--- src/rtl/spim_pkg.sv ---
package spim_pkg;
  typedef enum logic [2:0] {
    T_IDLE, T_WAIT, T_GUARD, T_BACK, T_XFER, T_REL
  } arb_state_t;

  typedef enum logic [2:0] {
    E_IDLE, E_LOAD, E_LO, E_HI, E_TRAIL
  } eng_state_t;
endpackage

--- src/rtl/spim_sync.sv ---
module spim_sync #(
  parameter int W = 1,
  parameter logic [W-1:0] RST_VAL = '1
) (
  input  logic         clk,
  input  logic         rst,
  input  logic [W-1:0] d_i,
  output logic [W-1:0] q_o
);
  logic [W-1:0] meta_q, q_q;

  always_ff @(posedge clk) begin
    if (rst) begin
      meta_q <= RST_VAL;
      q_q    <= RST_VAL;
    end else begin
      meta_q <= d_i;
      q_q    <= meta_q;
    end
  end

  assign q_o = q_q;
endmodule

--- src/rtl/spim_lfsr.sv ---
module spim_lfsr #(
  parameter int W = 5,
  parameter logic [W-1:0] TAPS = 5'b10100,
  parameter logic [W-1:0] SEED = 5'b00001
) (
  input  logic         clk,
  input  logic         rst,
  output logic [W-1:0] val_o
);
  logic [W-1:0] q;

  always_ff @(posedge clk) begin
    if (rst) q <= SEED;
    else     q <= {q[W-2:0], ^(q & TAPS)};
  end

  assign val_o = q;
endmodule

--- src/rtl/spim_engine.sv ---
module spim_engine import spim_pkg::*; #(
  parameter int HALF_DIV = 2,
  parameter int COUNT_W  = 8
) (
  input  logic               clk,
  input  logic               rst,
  input  logic               go_i,
  input  logic [COUNT_W-1:0] nbytes_i,
  input  logic [7:0]         tx_data_i,
  input  logic               tx_valid_i,
  output logic               tx_ready_o,
  input  logic               miso_i,
  output logic               sclk_o,
  output logic               mosi_o,
  output logic [7:0]         rx_data_o,
  output logic               rx_valid_o,
  output logic               fin_o
);
  localparam int HW = (HALF_DIV < 2) ? 1 : $clog2(HALF_DIV);
  localparam logic [HW-1:0] HRELOAD = HW'(HALF_DIV - 1);

  eng_state_t         st;
  logic [HW-1:0]      hc;
  logic [2:0]         bitn;
  logic [7:0]         txsh, rxsh;
  logic [COUNT_W-1:0] left;

  always_ff @(posedge clk) begin
    if (rst) begin
      st <= E_IDLE; hc <= '0; bitn <= '0; txsh <= '0; rxsh <= '0;
      left <= '0; sclk_o <= 1'b0; mosi_o <= 1'b0;
      rx_data_o <= '0; rx_valid_o <= 1'b0; fin_o <= 1'b0;
    end else begin
      rx_valid_o <= 1'b0;
      fin_o      <= 1'b0;
      case (st)
        E_IDLE: if (go_i) begin
          left   <= nbytes_i;
          sclk_o <= 1'b0;
          st     <= E_LOAD;
        end
        E_LOAD: if (tx_valid_i) begin
          txsh   <= tx_data_i;
          mosi_o <= tx_data_i[7];
          bitn   <= 3'd7;
          hc     <= HRELOAD;
          st     <= E_LO;
        end
        E_LO: begin
          if (hc == '0) begin
            sclk_o <= 1'b1;
            rxsh   <= {rxsh[6:0], miso_i};
            hc     <= HRELOAD;
            st     <= E_HI;
          end else hc <= hc - HW'(1);
        end
        E_HI: begin
          if (hc == '0) begin
            sclk_o <= 1'b0;
            hc     <= HRELOAD;
            if (bitn == 3'd0) begin
              rx_data_o  <= rxsh;
              rx_valid_o <= 1'b1;
              left       <= left - COUNT_W'(1);
              st         <= (left == COUNT_W'(1)) ? E_TRAIL : E_LOAD;
            end else begin
              bitn   <= bitn - 3'd1;
              txsh   <= {txsh[6:0], 1'b0};
              mosi_o <= txsh[6];
              st     <= E_LO;
            end
          end else hc <= hc - HW'(1);
        end
        E_TRAIL: begin
          if (hc == '0) begin
            fin_o <= 1'b1;
            st    <= E_IDLE;
          end else hc <= hc - HW'(1);
        end
        default: st <= E_IDLE;
      endcase
    end
  end

  assign tx_ready_o = (st == E_LOAD);
endmodule

--- src/rtl/spi_shared_master.sv ---
module spi_shared_master import spim_pkg::*; #(
  parameter int GUARD_CYCLES = 8,
  parameter int HALF_DIV     = 2,
  parameter int MAX_TRIES    = 3,
  parameter int COUNT_W      = 8,
  parameter int LFSR_W       = 5,
  parameter logic [LFSR_W-1:0] LFSR_TAPS = 5'b10100,
  parameter logic [LFSR_W-1:0] LFSR_SEED = 5'b00001
) (
  input  logic               clk,
  input  logic               rst,
  input  logic               start_i,
  input  logic [COUNT_W-1:0] nbytes_i,
  output logic               busy_o,
  output logic               done_o,
  output logic               lost_o,
  input  logic [7:0]         tx_data_i,
  input  logic               tx_valid_i,
  output logic               tx_ready_o,
  output logic [7:0]         rx_data_o,
  output logic               rx_valid_o,
  input  logic               arb_i,
  output logic               arb_oe_o,
  input  logic               cs_i,
  output logic               cs_oe_o,
  output logic               cs_o,
  output logic               sclk_oe_o,
  output logic               sclk_o,
  output logic               mosi_oe_o,
  output logic               mosi_o,
  input  logic               miso_i
);
  localparam int GW = (GUARD_CYCLES < 2) ? 1 : $clog2(GUARD_CYCLES);
  localparam int TW = (MAX_TRIES < 2) ? 1 : $clog2(MAX_TRIES);

  arb_state_t         st;
  logic               arb_free, cs_idle;
  logic [GW-1:0]      gcnt;
  logic [TW-1:0]      tries;
  logic [LFSR_W-1:0]  bcnt, rnd;
  logic [COUNT_W-1:0] nb_q;
  logic               arb_oe_q, own_q, cs_q, busy_q, done_q, lost_q, eng_go;
  logic               eng_sclk, eng_mosi, eng_fin;

  spim_sync #(.W(2), .RST_VAL(2'b11)) u_sync (
    .clk(clk), .rst(rst), .d_i({arb_i, cs_i}), .q_o({arb_free, cs_idle})
  );

  spim_lfsr #(.W(LFSR_W), .TAPS(LFSR_TAPS), .SEED(LFSR_SEED)) u_lfsr (
    .clk(clk), .rst(rst), .val_o(rnd)
  );

  spim_engine #(.HALF_DIV(HALF_DIV), .COUNT_W(COUNT_W)) u_eng (
    .clk(clk), .rst(rst), .go_i(eng_go), .nbytes_i(nb_q),
    .tx_data_i(tx_data_i), .tx_valid_i(tx_valid_i), .tx_ready_o(tx_ready_o),
    .miso_i(miso_i), .sclk_o(eng_sclk), .mosi_o(eng_mosi),
    .rx_data_o(rx_data_o), .rx_valid_o(rx_valid_o), .fin_o(eng_fin)
  );

  always_ff @(posedge clk) begin
    if (rst) begin
      st <= T_IDLE; gcnt <= '0; tries <= '0; bcnt <= '0; nb_q <= '0;
      arb_oe_q <= 1'b0; own_q <= 1'b0; cs_q <= 1'b1; busy_q <= 1'b0;
      done_q <= 1'b0; lost_q <= 1'b0; eng_go <= 1'b0;
    end else begin
      done_q <= 1'b0;
      eng_go <= 1'b0;
      case (st)
        T_IDLE: if (start_i) begin
          lost_q <= 1'b0;
          tries  <= '0;
          if (nbytes_i == '0) begin
            done_q <= 1'b1;
          end else begin
            busy_q <= 1'b1;
            nb_q   <= nbytes_i;
            st     <= T_WAIT;
          end
        end
        T_WAIT: if (arb_free) begin
          arb_oe_q <= 1'b1;
          gcnt     <= GW'(GUARD_CYCLES - 1);
          st       <= T_GUARD;
        end
        T_GUARD: begin
          if (gcnt != '0) begin
            gcnt <= gcnt - GW'(1);
          end else if (!cs_idle) begin
            arb_oe_q <= 1'b0;
            if (tries == TW'(MAX_TRIES - 1)) begin
              lost_q <= 1'b1;
              done_q <= 1'b1;
              busy_q <= 1'b0;
              st     <= T_IDLE;
            end else begin
              tries <= tries + TW'(1);
              bcnt  <= rnd;
              st    <= T_BACK;
            end
          end else begin
            own_q  <= 1'b1;
            cs_q   <= 1'b0;
            eng_go <= 1'b1;
            st     <= T_XFER;
          end
        end
        T_BACK: begin
          if (bcnt == '0) st <= T_WAIT;
          else            bcnt <= bcnt - LFSR_W'(1);
        end
        T_XFER: if (eng_fin) begin
          cs_q <= 1'b1;
          st   <= T_REL;
        end
        T_REL: begin
          own_q    <= 1'b0;
          arb_oe_q <= 1'b0;
          done_q   <= 1'b1;
          busy_q   <= 1'b0;
          st       <= T_IDLE;
        end
        default: st <= T_IDLE;
      endcase
    end
  end

  assign busy_o    = busy_q;
  assign done_o    = done_q;
  assign lost_o    = lost_q;
  assign arb_oe_o  = arb_oe_q;
  assign cs_oe_o   = own_q;
  assign cs_o      = cs_q;
  assign sclk_oe_o = own_q;
  assign sclk_o    = eng_sclk;
  assign mosi_oe_o = own_q;
  assign mosi_o    = eng_mosi;
endmodule

--- config.mk ---
export PLATFORM = sky130hd
export DESIGN_NAME = spi_shared_master
export DESIGN_NICKNAME = d
export VERILOG_FILES = /design/src/rtl/spim_pkg.sv /design/src/rtl/spim_sync.sv /design/src/rtl/spim_lfsr.sv /design/src/rtl/spim_engine.sv /design/src/rtl/spi_shared_master.sv
export SDC_FILE = /design/constraint.sdc
export NUM_CORES = 1
export LEC_CHECK = 0
export ABC_AREA = 1
export CAP_MARGIN = 20
export CORE_ASPECT_RATIO = 1.75
export CORE_MARGIN = 1.5
export CORE_UTILIZATION = 30
export DETAILED_ROUTE_END_ITERATION = 6
export PLACE_DENSITY = 0.55
export SYNTH_ARGS = -nofsm -noshare
export SYNTH_HDL_FRONTEND = slang
export SYNTH_SLANG_ARGS = --single-unit
export TNS_END_PERCENT = 100
--- constraint.sdc ---
create_clock -name clk -period 1.6 [get_ports clk]
set_clock_uncertainty 0.1 [all_clocks]
set_input_delay 0.48 -clock clk [delete_from_list [all_inputs] [get_ports clk]]
set_output_delay 0.48 -clock clk [all_outputs]
set_load 0.02 [all_outputs]
==> run_results.csv, run 1 <==
group,metric,value,unit
drt,wire_per_inst,11.9,um
drt,first_pass_iters,4,
floorplan,die_h,151,um
pwr,power_density,1820,nW/um^2
timing,timing.final.crit_period,1590,ps
worst_setup_path,cp.required,1020,ps
final_layout,final_cell_mix,"nand2_1 (108), nor2_1 (82), dfxtp_1 (75)",
final_layout,drive_above_1_share,0.224,
worst_setup_path,worstPathArrival,1010,ps
final_layout,mostFrequentLayoutCell,"nand2_1",
clock_network,cts_buffers,9,
floorplan,core_area,12400,um^2
floorplan,die_x,87.8,um
clock_network,cts_root_buf,"clkbuf_16",
timing,fin_crit_sh,0.993,
synthesis,syn_avg_cell_area,6.94,um^2
place,port_buffers,42,
flow_run,cap_viol_max_count,0,
final_layout,synthToLayoutAreaGrowth,36.7,%
timing,tns,0,ps
grt,grt_max_degree,23,
grt,grtUsageTotal,0.149,
drt,drt-initial-drc-count,106,
grt,use_met1,0.157,
place,pre_cts_ws,-453,ps
pwr,leakage,2.39,nW
drt,drt-total-wl,9610,um
floorplan,start_util,0.305,
grt,use_met3,0.0234,
clock_network,clk_pin_slew_worst_paths,60,ps
drt,drcViolationCount,0,
final_layout,antenna_cells,0,
synthesis,syn_nets,575,
grt,grt_pass1_wl,15300,um
worst_setup_path,crit_type,"flop to output pin",
run_status,status,"complete, no violations",
worst_setup_path,startpoint_type,"flop",
grt,grt-busiest-layer,"met2",
drt,viasPerCell,4.58,
final_layout,nets,668,
timing,rsz0062_at_grt,"yes",
grt,met2_usage,0.273,
place,dpl.hpwl,7220,um
clock_network,cts_tree,"yes",
clock_network,clkLatencyLatePin,330,ps
pwr,peakVddDrop,0.000615,V
worst_setup_path,cp_max_fo,2,
timing,hold_viol,0,
synthesis,synth_top_area_cell,"dfxtp_1",
synthesis,ys_top_cells_by_area,"dfxtp_1 (42%), nand2_1 (11%), nor2_1 (9.1%)",
timing,worst_slew_pin_slew,350,ps
synthesis,ys_warn_count,0,
hold_path,hold_class,"flop to flop",
synthesis,synth_seq_cells,79,
grt,grt_pass1_vias,3429,
drt,vias,3707,
floorplan,die-area,13300,um^2
place,gp_congestion,0.898,
clock_network,clock_sinks,79,
clock_network,htree_levels,3,
timing,slew_viol_final,0,
worst_setup_path,cp-end-kind,"output pin",
timing,worst_slack,11.8,ps
grt,grt-ovfl-total,0,
timing,timing.fmax,0.630,GHz
floorplan,io_pins,43,
clock_network,clock_path_buffers,2,
synthesis,syn_inst,544,
synthesis,ys_seq_area_frac,0.419,
floorplan,row_count,54,
synthesis,synth_top_area_share,0.419,
drt,postRouteAntennaNets,0,
clock_network,ctsHoldBuffers,0,
synthesis,syn_area,3770,um^2
timing,setup_viol,0,
synthesis,synth_cell_type_count,32,
timing,worst_slew_margin_rel,0.765,
grt,antenna_found_initial,0,
[final timing paths]
check	from	endpoint	slack, ps	cells after the start
setup / recovery	u_eng.st[1]	tx_ready_o	10	2
hold / removal	u_sync.meta_q[0]	u_sync.q_o[0]	310	1
setup reg to reg	u_eng.bitn[0]	u_eng.txsh[1]	60	10
hold reg to reg	u_sync.meta_q[0]	u_sync.q_o[0]	310	1
[timing repair]
item	4_1_cts	5_1_grt
gates cloned	0	1
setup endpoints to repair	35	74
buffers inserted	0	7
pin swaps	1	16
resized for setup	43	63
[cell families after synthesis]
logic type	count (synthesis)	share of synthesized area
AO/OA/AOI/OAI	96	0.135
flip-flops	79	0.419
AND/OR/NAND/NOR	276	0.324
adder cells (fa/ha/maj)	8	0.0265
buffers and inverters	82	0.0885
XOR/XNOR	3	0.00696
[report_power, final]
group,switching (mW),internal (mW)
Clock,0.810,1.35
Combinational,2.60,1.78
Sequential,0.347,2.48
Total,3.76,5.62
[routing by layer]
| metal | up-vias | wire, um |
|---|---|---|
| li1 | 1931 | - |
| met1 | 1695 | 3870 |
| met2 | 61 | 5120 |
| met3 | 20 | 268 |
| met4 | 0 | 354 |
| met5 | - | 0 |
[worst max-delay path, cell delays in order, from the launching register on]
cell and delay (ps):
dfxtp_2 340, nor3_4 200, buf_6 140
[cells in the mapped netlist (all sizes together)]
cell and instances:
buf 8, nor3 4, nand3 37, ha 8, nor2 96, dfxtp 79
clkbuf 9, or2 4, xnor2 3, a21oi 39, o22ai 4, inv 65
nand4 13, nand2 122, a31oi 1, o21ai 51, a211oi 1
[registers in the layout, indices dropped and copies added (netlist names), 2 cells and up]
register / cells
nb_q: 8
u_eng.left: 8
u_eng.rx_data_o: 8
u_eng.rxsh: 8
u_eng.txsh: 7
bcnt: 5
u_lfsr.val_o: 5
gcnt: 3
st: 3
u_eng.bitn: 3
u_eng.st: 3
tries: 2
u_sync.meta_q: 2
u_sync.q_o: 2
[final cells by class]
type,count,area [um^2]
Timing Repair Buffer,99,866
Inverter,65,246
Tap cell,168,210
Clock buffer,9,225
Sequential cell,79,1590
Multi-Input combinational cell,383,1940
Clock inverter,7,87.6
Fill cell,1312,7200
[metrics by stage]
step                       util  cells  power, mW  hold WS, ps  area (um^2)
after floorplan               -    544       5.58          289         3780
after global placement    0.382    786       6.87          296         4730
after detailed placement  0.382    786       6.96          299         4730
after CTS                 0.407    802       9.15          312         5030
after global routing      0.417    810       10.1          328         5160
final                     0.417    810       9.38          311         5160
(Power assumes the default switching activity.)
==> run 2, diff against run 1 <==
--- a/config.mk
+++ b/config.mk
@@ -15,4 +15,4 @@
 export SYNTH_ARGS = -nofsm -noshare
 export SYNTH_HDL_FRONTEND = slang
 export SYNTH_SLANG_ARGS = --single-unit
-export TNS_END_PERCENT = 100
+export TNS_END_PERCENT = 50
==> run_results.csv, run 2 (same netlist as run 1, synthesis figures left out) <==
group,metric,value,unit
final_layout,antenna_cells,0,
floorplan,die_x,87.8,um
pwr,design_power_total,9.34,mW
worst_setup_path,startpoint_type,"flop",
drt,drt-initial-drc-count,105,
timing,hold_viol,0,
drt,vias,3700,
clock_network,cts_buffers,9,
place,gp_congestion,0.898,
place,dpl.hpwl,7220,um
grt,grt_pass1_wl,15300,um
timing,timing.fmax,0.629,GHz
floorplan,row_count,54,
clock_network,clkLatencyLatePin,330,ps
grt,antenna_found_initial,0,
grt,grtUsageTotal,0.149,
hold_path,hold_class,"flop to flop",
pwr,leakage,2.38,nW
clock_network,htree_levels,3,
pwr,power_density,1810,nW/um^2
drt,first_pass_iters,4,
worst_setup_path,cp-end-kind,"output pin",
timing,setup_viol,0,
final_layout,nFillCells,1312,
floorplan,die_h,151,um
final_layout,mostFrequentLayoutCell,"nand2_1",
clock_network,clock_path_buffers,2,
timing,rsz0062_at_grt,"yes",
timing,worst_slew_margin_rel,0.767,
place,dpl.cell_count,786,
clock_network,cts_tree,"yes",
timing,fin_crit_sh,0.993,
worst_setup_path,worstPathArrival,1010,ps
drt,viasPerCell,4.57,
flow_run,cap_viol_max_count,0,
floorplan,start_util,0.305,
floorplan,die-area,13300,um^2
final_layout,final_cell_mix,"nand2_1 (108), nor2_1 (82), dfxtp_1 (75)",
final_layout,nets,667,
clock_network,clk_pin_slew_worst_paths,60,ps
drt,postRouteAntennaNets,0,
timing,timing.final.crit_period,1590,ps
run_status,status,"complete, no violations",
floorplan,core_area,12400,um^2
worst_setup_path,cp_max_fo,2,
place,port_buffers,42,
grt,grt_pass1_vias,3429,
worst_setup_path,cp.required,1020,ps
final_layout,final_util,0.416,
final_layout,drive_above_1_share,0.223,
clock_network,ctsHoldBuffers,0,
clock_network,clock_sinks,79,
grt,grt-ovfl-total,0,
final_layout,synthToLayoutAreaGrowth,36.4,%
final_layout,post_layout_nonfiller_instances,809,
drt,drcViolationCount,0,
grt,grt_max_degree,23,
drt,drt-total-wl,9600,um
worst_setup_path,crit_type,"flop to output pin",
timing,slew_viol_final,0,
drt,wire_per_inst,11.9,um
timing,worst_slew_pin_slew,348,ps
clock_network,cts_root_buf,"clkbuf_16",
pwr,peakVddDrop,0.000616,V
worst_setup_path,rrSetupSlack,60,ps
timing,fin_hold_ws,310,ps
floorplan,io_pins,43,
## run 2: report_power, final
part / switching [mW] / leakage (nW) / internal, mW
Clock: 0.810 / 0.155 / 1.35
Combinational: 2.59 / 1.58 / 1.75
Sequential: 0.349 / 0.648 / 2.48
Total: 3.75 / 2.38 / 5.59
## run 2: per-stage QoR
step | instance area (um^2) | TNS [ps] | worst slack (ps)
global route | 5150 | -625 | -59.2
floorplan | 3780 | 0 | 92.9
CTS | 5030 | -13.9 | -13.9
finish | 5150 | 0 | 11.2
detailed placement | 4730 | -9030 | -453
global placement | 4730 | -7570 | -366
## run 2: final timing paths
kind,from,end,cells after the start
max reg2reg,u_eng.bitn[0],u_eng.txsh[1],10
min reg2reg,u_sync.meta_q[0],u_sync.q_o[0],1
min,u_sync.meta_q[0],u_sync.q_o[0],1
max,u_eng.st[1],tx_ready_o,2
## run 2: worst max-delay path, stage by stage, from the launching register on
cell,delay (ps)
dfxtp_2,340
nor3_4,200
buf_6,140
## run 2: final cells by class
cell class	instances	area, um^2	area share
tap	168	210	0.0408
sequential	79	1590	0.308
clock buffer	9	225	0.0437
clock inverter	7	87.6	0.0170
timing repair buffer	98	855	0.166
multi-input combinational	383	1940	0.376
inverter	65	246	0.0479
## run 2: routing by layer
metal,GRT usage,routed length [um],share of wire
met2,0.273,5110,0.53
met3,0.0234,255,0.027
met4,0.0825,352,0.037
met1,0.157,3880,0.40
met5,0,0,0
## run 2: timing repair
| action | CTS | global route |
|---|---|---|
| pin swaps | 1 | 15 |
| endpoints found under the hold margin | 0 | 0 |
| endpoints found under the setup margin | 35 | 74 |
| gates cloned | 0 | 1 |
| gates resized for setup | 43 | 62 |
| buffers inserted | 0 | 6 |
